[src/rtl/ilv_pkg.sv]
package ilv_pkg;
  // left-rotate amount used by the placeholder function
  localparam int unsigned ROT_AMT = 3;
endpackage

[src/rtl/ilv_func.sv]
module ilv_func
  import ilv_pkg::*;
#(
  parameter int unsigned DATA_W = 16
) (
  input  logic [DATA_W-1:0] x_i,
  output logic [DATA_W-1:0] y_o
);
  logic [DATA_W-1:0] sq;
  logic [DATA_W-1:0] rot;

  assign sq  = x_i * x_i;
  assign rot = {x_i[DATA_W-1-ROT_AMT:0], x_i[DATA_W-1:DATA_W-ROT_AMT]};
  assign y_o = sq ^ rot;
endmodule

[src/rtl/ilv_ring.sv]
module ilv_ring #(
  parameter int unsigned LANES = 2,
  localparam int unsigned IDX_W = (LANES > 1) ? $clog2(LANES) : 1
) (
  input  logic             clk_i,
  input  logic             rst_ni,
  output logic [LANES-1:0] cap_en_o,
  output logic [IDX_W-1:0] sel_o
);
  localparam logic [IDX_W-1:0] LAST = IDX_W'(LANES - 1);

  logic [IDX_W-1:0] cnt_q;

  always_ff @(posedge clk_i or negedge rst_ni) begin
    if (!rst_ni)            cnt_q <= '0;
    else if (cnt_q == LAST) cnt_q <= '0;
    else                    cnt_q <= cnt_q + IDX_W'(1);
  end

  always_comb begin
    for (int i = 0; i < LANES; i++) cap_en_o[i] = (cnt_q == IDX_W'(i));
  end

  // lane captured LANES-1 edges ago finishes settling this cycle
  assign sel_o = (cnt_q == LAST) ? '0 : cnt_q + IDX_W'(1);

  p_onehot_cap_r6: assert property (@(posedge clk_i) disable iff (!rst_ni)
    $onehot(cap_en_o));

  p_sel_not_cap_r6: assert property (@(posedge clk_i) disable iff (!rst_ni)
    !cap_en_o[sel_o]);
endmodule

[src/rtl/ilv_lane.sv]
module ilv_lane #(
  parameter int unsigned DATA_W = 16
) (
  input  logic              clk_i,
  input  logic              rst_ni,
  input  logic              cap_i,
  input  logic              valid_i,
  input  logic [DATA_W-1:0] data_i,
  output logic              valid_o,
  output logic [DATA_W-1:0] res_o
);
  logic              vld_q;
  logic [DATA_W-1:0] hold_q;

  always_ff @(posedge clk_i or negedge rst_ni) begin
    if (!rst_ni) begin
      vld_q  <= 1'b0;
      hold_q <= '0;
    end else if (cap_i) begin
      vld_q  <= valid_i;
      hold_q <= data_i;
    end
  end

  ilv_func #(.DATA_W(DATA_W)) u_func (.x_i(hold_q), .y_o(res_o));

  assign valid_o = vld_q;
endmodule

[src/rtl/ilv_wrap.sv]
module ilv_wrap #(
  parameter int unsigned DATA_W = 16,
  parameter int unsigned LANES  = 2
) (
  input  logic              clk_i,
  input  logic              rst_ni,
  input  logic              valid_i,
  input  logic [DATA_W-1:0] data_i,
  output logic              valid_o,
  output logic [DATA_W-1:0] data_o
);
  localparam int unsigned IDX_W = (LANES > 1) ? $clog2(LANES) : 1;

  logic [LANES-1:0]             cap_en;
  logic [IDX_W-1:0]             sel;
  logic [LANES-1:0]             lane_vld;
  logic [LANES-1:0][DATA_W-1:0] lane_res;
  logic                         sel_vld;
  logic [DATA_W-1:0]            sel_res;
  logic                         vld_q;
  logic [DATA_W-1:0]            dat_q;

  ilv_ring #(.LANES(LANES)) u_ring (
    .clk_i    (clk_i),
    .rst_ni   (rst_ni),
    .cap_en_o (cap_en),
    .sel_o    (sel)
  );

  for (genvar g = 0; g < LANES; g++) begin : g_lane
    ilv_lane #(.DATA_W(DATA_W)) u_lane (
      .clk_i   (clk_i),
      .rst_ni  (rst_ni),
      .cap_i   (cap_en[g]),
      .valid_i (valid_i),
      .data_i  (data_i),
      .valid_o (lane_vld[g]),
      .res_o   (lane_res[g])
    );
  end

  assign sel_vld = lane_vld[sel];
  assign sel_res = lane_res[sel];

  always_ff @(posedge clk_i or negedge rst_ni) begin
    if (!rst_ni) begin
      vld_q <= 1'b0;
      dat_q <= '0;
    end else begin
      vld_q <= sel_vld;
      if (sel_vld) dat_q <= sel_res;
    end
  end

  assign valid_o = vld_q;
  assign data_o  = dat_q;

  // independent delay line for the valid alignment check
  logic [LANES-1:0] chk_vq;
  always_ff @(posedge clk_i or negedge rst_ni) begin
    if (!rst_ni) chk_vq <= '0;
    else         chk_vq <= {chk_vq[LANES-2:0], valid_i};
  end

  p_valid_delay_r4: assert property (@(posedge clk_i) disable iff (!rst_ni)
    valid_o == chk_vq[LANES-1]);

  p_hold_idle_r5: assert property (@(posedge clk_i) disable iff (!rst_ni)
    !valid_o |-> $stable(data_o));
endmodule

[config.mk]
export PLATFORM = sky130hd
export DESIGN_NAME = ilv_wrap
export DESIGN_NICKNAME = d
export VERILOG_FILES = /design/src/rtl/ilv_pkg.sv /design/src/rtl/ilv_func.sv /design/src/rtl/ilv_ring.sv /design/src/rtl/ilv_lane.sv /design/src/rtl/ilv_wrap.sv
export SDC_FILE = /design/constraint.sdc
export NUM_CORES = 1
export LEC_CHECK = 0
export ABC_CLOCK_PERIOD_IN_PS = 10000
export BUFFER_PORTS_ARGS = -buffer_cell sky130_fd_sc_hd__buf_2
export CORE_ASPECT_RATIO = 1.5
export CORE_MARGIN = 2
export CORE_UTILIZATION = 45
export CTS_BUF_LIST = sky130_fd_sc_hd__clkbuf_16
export DETAILED_ROUTE_END_ITERATION = 8
export HOLD_SLACK_MARGIN = 0.05
export PLACE_DENSITY = 0.62
export SLEW_MARGIN = 15
export SYNTH_ARGS = -nofsm -noshare
export SYNTH_HDL_FRONTEND = slang
export SYNTH_HIERARCHICAL = 1
export SYNTH_SLANG_ARGS = --single-unit
[constraint.sdc]
create_clock -name clk_i -period 10 [get_ports clk_i]
set_input_delay 1.5 -clock clk_i [delete_from_list [all_inputs] [get_ports clk_i]]
set_output_delay 1.5 -clock clk_i [all_outputs]
set_load 0.005 [all_outputs]
# [Yosys cells after proc, flatten, opt, wreduce, memory -nomap -nowiden]
# Index checks and enable logic that the tools add are counted.
[word_totals] regBits=52 input_bits=19 output_inout_bits=17 wordCells=18
[classes] n_addsub=1 mul=2 order_cmp=1 mux=5 bitwise_logic=2
[op_table] op="multiplier 16 x 16 -> 16 bit" count=2
[op_table] op="two-way mux 16 bit" count=2
[op_table] op="XOR 16 bit" count=2
[op_table] op="two-way mux 1 bit" count=3
[op_table] op="< comparator 1 x 2 -> 1 bit, second input constant" count=1
[op_table] op="adder 1 bit, second input constant" count=1

# [Depth between registers and ports, before layout]
[logic_depth] word_depth=4 mapped_depth=24 ltp_nobuf=23

# [Cells and area by module]
# The synthesis kept the hierarchy.
[by_module_without_submodules] mod="ilv_func (g_lane[0].u_lane.u_func)" instances=1 cells_each=390 area_each_um2=3359.5
[by_module_without_submodules] mod="ilv_func (g_lane[1].u_lane.u_func)" instances=1 cells_each=387 area_each_um2=3359.5
[by_module_without_submodules] mod="ilv_lane" instances=2 cells_each=36 area_each_um2=685.7
[by_module_without_submodules] mod="ilv_wrap" instances=1 cells_each=72 area_each_um2=998.5
[by_module_without_submodules] mod="ilv_ring" instances=1 cells_each=4 area_each_um2=43.8

# [Worst setup path before layout]
# No wires, ideal clock.
[synth_path] path_type="reg-to-reg" start="reg g_lane[0].u_lane.hold_q[1]" end="reg dat_q[15], in the netlist data_o[15]" arrival_time_ns=5.263 path_slack_ns=4.611 stages_incl_launch_ff=21 path_buffers=2 path_cell_list="dfrtp_1 clkbuf_1 clkbuf_1 nand2_1 fa_1 fa_1 fa_1 inv_1 fa_1 fa_1 inv_1 fa_1 inv_1 ha_1 nand3_1 a21oi_1 a221oi_2 o21ai_1 xnor2_1 mux2i_1 mux2i_1"
[synth_rtl] element="from (decl)" line_no="ilv_lane.sv:13" source="logic [DATA_W-1:0] hold_q;"
[synth_rtl] element="from (signal assigned)" line_no="ilv_lane.sv:21" source="hold_q <= data_i;"
[synth_rtl] element="to (signal assigned)" line_no="ilv_wrap.sv:51" source="if (sel_vld) dat_q <= sel_res;"
[synth_rtl] element="to (decl)" line_no="ilv_wrap.sv:21" source="logic [DATA_W-1:0] dat_q;"

==> impl_results.md <==
- Area leader, netlist: fa_1
- Slowest CP cell: dfrtp_1
- FF-to-FF setup slack: 4130 ps
- Worst slew pin tran: 1030 ps
- Fraction of the yosys area taken by sequential cells: 14.2%
- First-pass GRT wire length: approximately 33 mm
- Critical Path AT: 6020 ps
- Rel. slew slack: 31.0%
- Register share of total power: 10.8%
- Startpoint types: flip-flop
- CTS hold repair buffers: 0
- Crit path setup slack, layout: ~4100 ps
- Placed insts: 1189
- CP max stage delay: 770 ps
- DR vias/cell: 4.90
- Final setup TNS: 0 ps
- Max-cap violation count: 0
- Mapped Cells: 925
- Most frequent cells in the layout: 228 x inv_1, 134 x fa_1, 100 x ha_1
- Synth warn: 6
- Post-DP Area: 9410 µm²
- Worst setup EP type: flip-flop
- Gate power share: 82.1%
- Number of diodes: 0
- Final setup viols: 0
- Initial Utilization: 46.0%
- CP Class: reg2reg
- Pleak: 5.02 nW
- Filler cell count: 1943
- Final WL: 18.8 mm
- Post-synth cell types: 40
- Core Footprint: 19900 µm²
- Slew Limit Fails: 0
- Routed Antenna Nets: 0
- Antenna violations before repair: 1
- Hold path endpoint: g_lane[0].u_lane/hold_q[15]$_DFFE_PN0P_
- Fmax: 170 MHz
- Footprint of the multi-input gates: 6730 µm²
- Switching power total: 1.37 mW
- Clk_skew: 1.99 ps
- Post-Layout Cell Count: 1197
- PwrDens: 297 nW/µm²
- Grt ovf: 0
- Status: completed
- Number of global-route vias before repair: 6756
- Die Area: 21500 µm²
- Reg clk slew, reported paths: 70 ps
- Asr flop ratio synth: 100%
- Layout cells sized above 1: 9.71%
- Hold Path Stages: 1
- Fin area: ~9600 µm²
- Num CTS Buffers: 5
- Synth area leaders: fa_1 29%, dfrtp_1 14%, ha_1 14%, inv_1 9.4%, xnor2_1 6.1%
- Residual DRC count: 0
- Min-delay src: g_lane[0].u_lane/hold_q[15]$_DFFE_PN0P_
- Pre-CTS setup slack: 4170 ps
- H-tree levels: 2
- Commonest non-fill, non-tap cell in the layout: inv_1
- GPL Wtd Cong: 0.849
- Switching Share: 48.1%
- Crit share post-route: around three fifths
- Die Span X: ~120 µm
- Worst hold path type: reg2reg
- FP Rows: 63
- PostCTS Resize Cnt: 0
- Syn-to-layout area delta: 4.84%
- Top FF cell, synth: dfrtp_1
- Register area: around 1300 µm²
- Final HPWL DP: 15.7 mm
- Die span in y: about 180 µm
- Clock root buffer: clkbuf_16
- Net count after synthesis: 1178
- Vias: between 5000 and 6000
- TritonCTS clock tree: done
- Worst skew pair latency: 300 ps
- Worst r2r src: g_lane[0].u_lane/hold_q[1]$_DFFE_PN0P_
- Seq cells post-synth: 52
- Crit path cell chain: and2_1 -> inv_1 -> fa_1 -> fa_1 -> inv_1 -> fa_1 -> inv_1 -> fa_1 -> inv_1 -> fa_1 -> inv_1 -> fa_1 -> inv_1 -> ha_1 -> a21o_1 -> a221oi_2 -> o21ai_1 -> xnor2_1 -> mux2i_1 -> mux2i_1
- Post-CTS Setup Bufs: 0
- Worst-path fanout max: 19
- Worst VDD drop: between 0.2 and 0.25 mV
- Post-synth EDFFs: 0
- Final Hold Fails: 0
- Largest net degree at the start of global routing: 53
- Post-Syn Area: approximately 9100 µm²
- Avg WL per Cell: 15.7 µm
- Port Buffer Count: 35
- I/O pin count: 36
- Worst r2r dst: data_o[15]$_DFFE_PN0P_
- Cell internal pwr: 1.47 mW
- Final-stage net count: 1189
- Setup repair after global routing missed its margin: false
- # clock sinks: 52
- Clock power share: between 7 and 8%
- Top cell type's share of synthesized area: 29.4%
- Reg2reg path depth: 20
- Clk buf depth: 2
- Tmin final: 5870 ps
- Syn avg cell area: around 9.9 µm²
- Data required time at the worst endpoint: slightly above 10000 ps
- Initial DRC count: between 200 and 300
- Initial DRT Pass Iterations: 4
- GRT Total Usage: 19.5%
- Hold slack: 536 ps
cell type report:
cell class / instances / area share, %
Tap cell: 260 / 3.40
Multi-Input combinational cell: 611 / 70.3
Timing Repair Buffer: 38 / 2.06
Clock buffer: 5 / 1.31
Clock inverter: 3 / 0.444
Sequential cell: 52 / 13.6
Inverter: 228 / 8.94
per-layer routing:
metal,up-vias,global-route usage (%),part of all wire [%]
met3,38,1.60,2.1
met5,-,0,0.053
li1,2824,-,-
met1,2927,22.3,40
met2,75,37.6,55
met4,2,6.98,3.3
critical path, delay by kind of cell (launching register included):
kind,cells,cell delay (ps)
AND/OR/NAND/NOR,1,250
adder cells (fa/ha/maj),7,3360
multiplexers,2,210
AO/OA/AOI/OAI,3,680
buffers and inverters,6,300
flip-flops,1,770
XOR/XNOR,1,130
power by group through the flow:
stage | Combinational [mW] | Sequential, mW | Clock [mW]
6_report | 2.33 | 0.307 | 0.202
5_1_grt | 2.69 | 0.313 | 0.217
3_5_place_dp | 2.33 | 0.311 | 0
4_1_cts | 2.36 | 0.308 | 0.208
3_3_place_gp | 2.32 | 0.311 | 0
2_1_floorplan | 1.88 | 0.285 | 0
synthesized netlist by cell type (2+ instances only):
library cell	count
xor2_1	22
mux2i_1	48
and3_1	4
a21o_1	10
o21ai_1	4
a31oi_1	6
mux2_4	20
o21a_1	2
fa_1	134
buf_12	4
nor2b_1	3
nand2_1	83
and2_1	36
or2_2	2
buf_6	5
inv_1	228
a31o_2	2
nand2b_1	6
dfrtp_1	52
mux2_2	15
ha_1	100
a211oi_1	2
nand3_1	5
o21ai_0	6
nor2_1	8
a21oi_1	17
xnor2_1	64
buf_4	5
a221oi_2	2
clkbuf_1	20
how the worst max path moves through the flow:
stage / from / end
global route: g_lane[0].u_lane/hold_q[1]$_DFFE_PN0P_ / data_o[15]$_DFFE_PN0P_
CTS: g_lane[0].u_lane/hold_q[1]$_DFFE_PN0P_ / data_o[15]$_DFFE_PN0P_
global placement: g_lane[0].u_lane/hold_q[1]$_DFFE_PN0P_ / data_o[15]$_DFFE_PN0P_
detailed placement: g_lane[0].u_lane/hold_q[1]$_DFFE_PN0P_ / data_o[15]$_DFFE_PN0P_
floorplan: g_lane[0].u_lane/hold_q[1]$_DFFE_PN0P_ / data_o[15]$_DFFE_PN0P_
finish: g_lane[0].u_lane/hold_q[1]$_DFFE_PN0P_ / data_o[15]$_DFFE_PN0P_
logic make-up (layout without fill, tap and decap cells):
family	after synthesis	after routing	share of synthesized area [%]
adders and majority gates	234	234	43.1
buffers and inverters	262	274	12.1
DFF	52	52	14.2
and+or+nand+nor	153	153	7.96
muxes	83	83	10.4
xor gates and xnor gates	86	86	8.25
AOI/OAI and AO/OA	55	55	3.97
per-stage QoR:
stage | util (%) | total power [mW]
floorplan | - | 2.17
global placement | 47.4 | 2.63
detailed placement | 47.4 | 2.65
CTS | 48.2 | 2.88
global route | 48.2 | 3.22
finish | 48.2 | 2.84
flip-flops by register name (all words and copies together) (netlist names):
name,count
data_o,16
g_lane.u_lane/hold_q,32
g_lane.u_lane/valid_o,2
u_ring/cnt_q,1
valid_o,1
No activity file was read; power rests on OpenSTA's default activity.
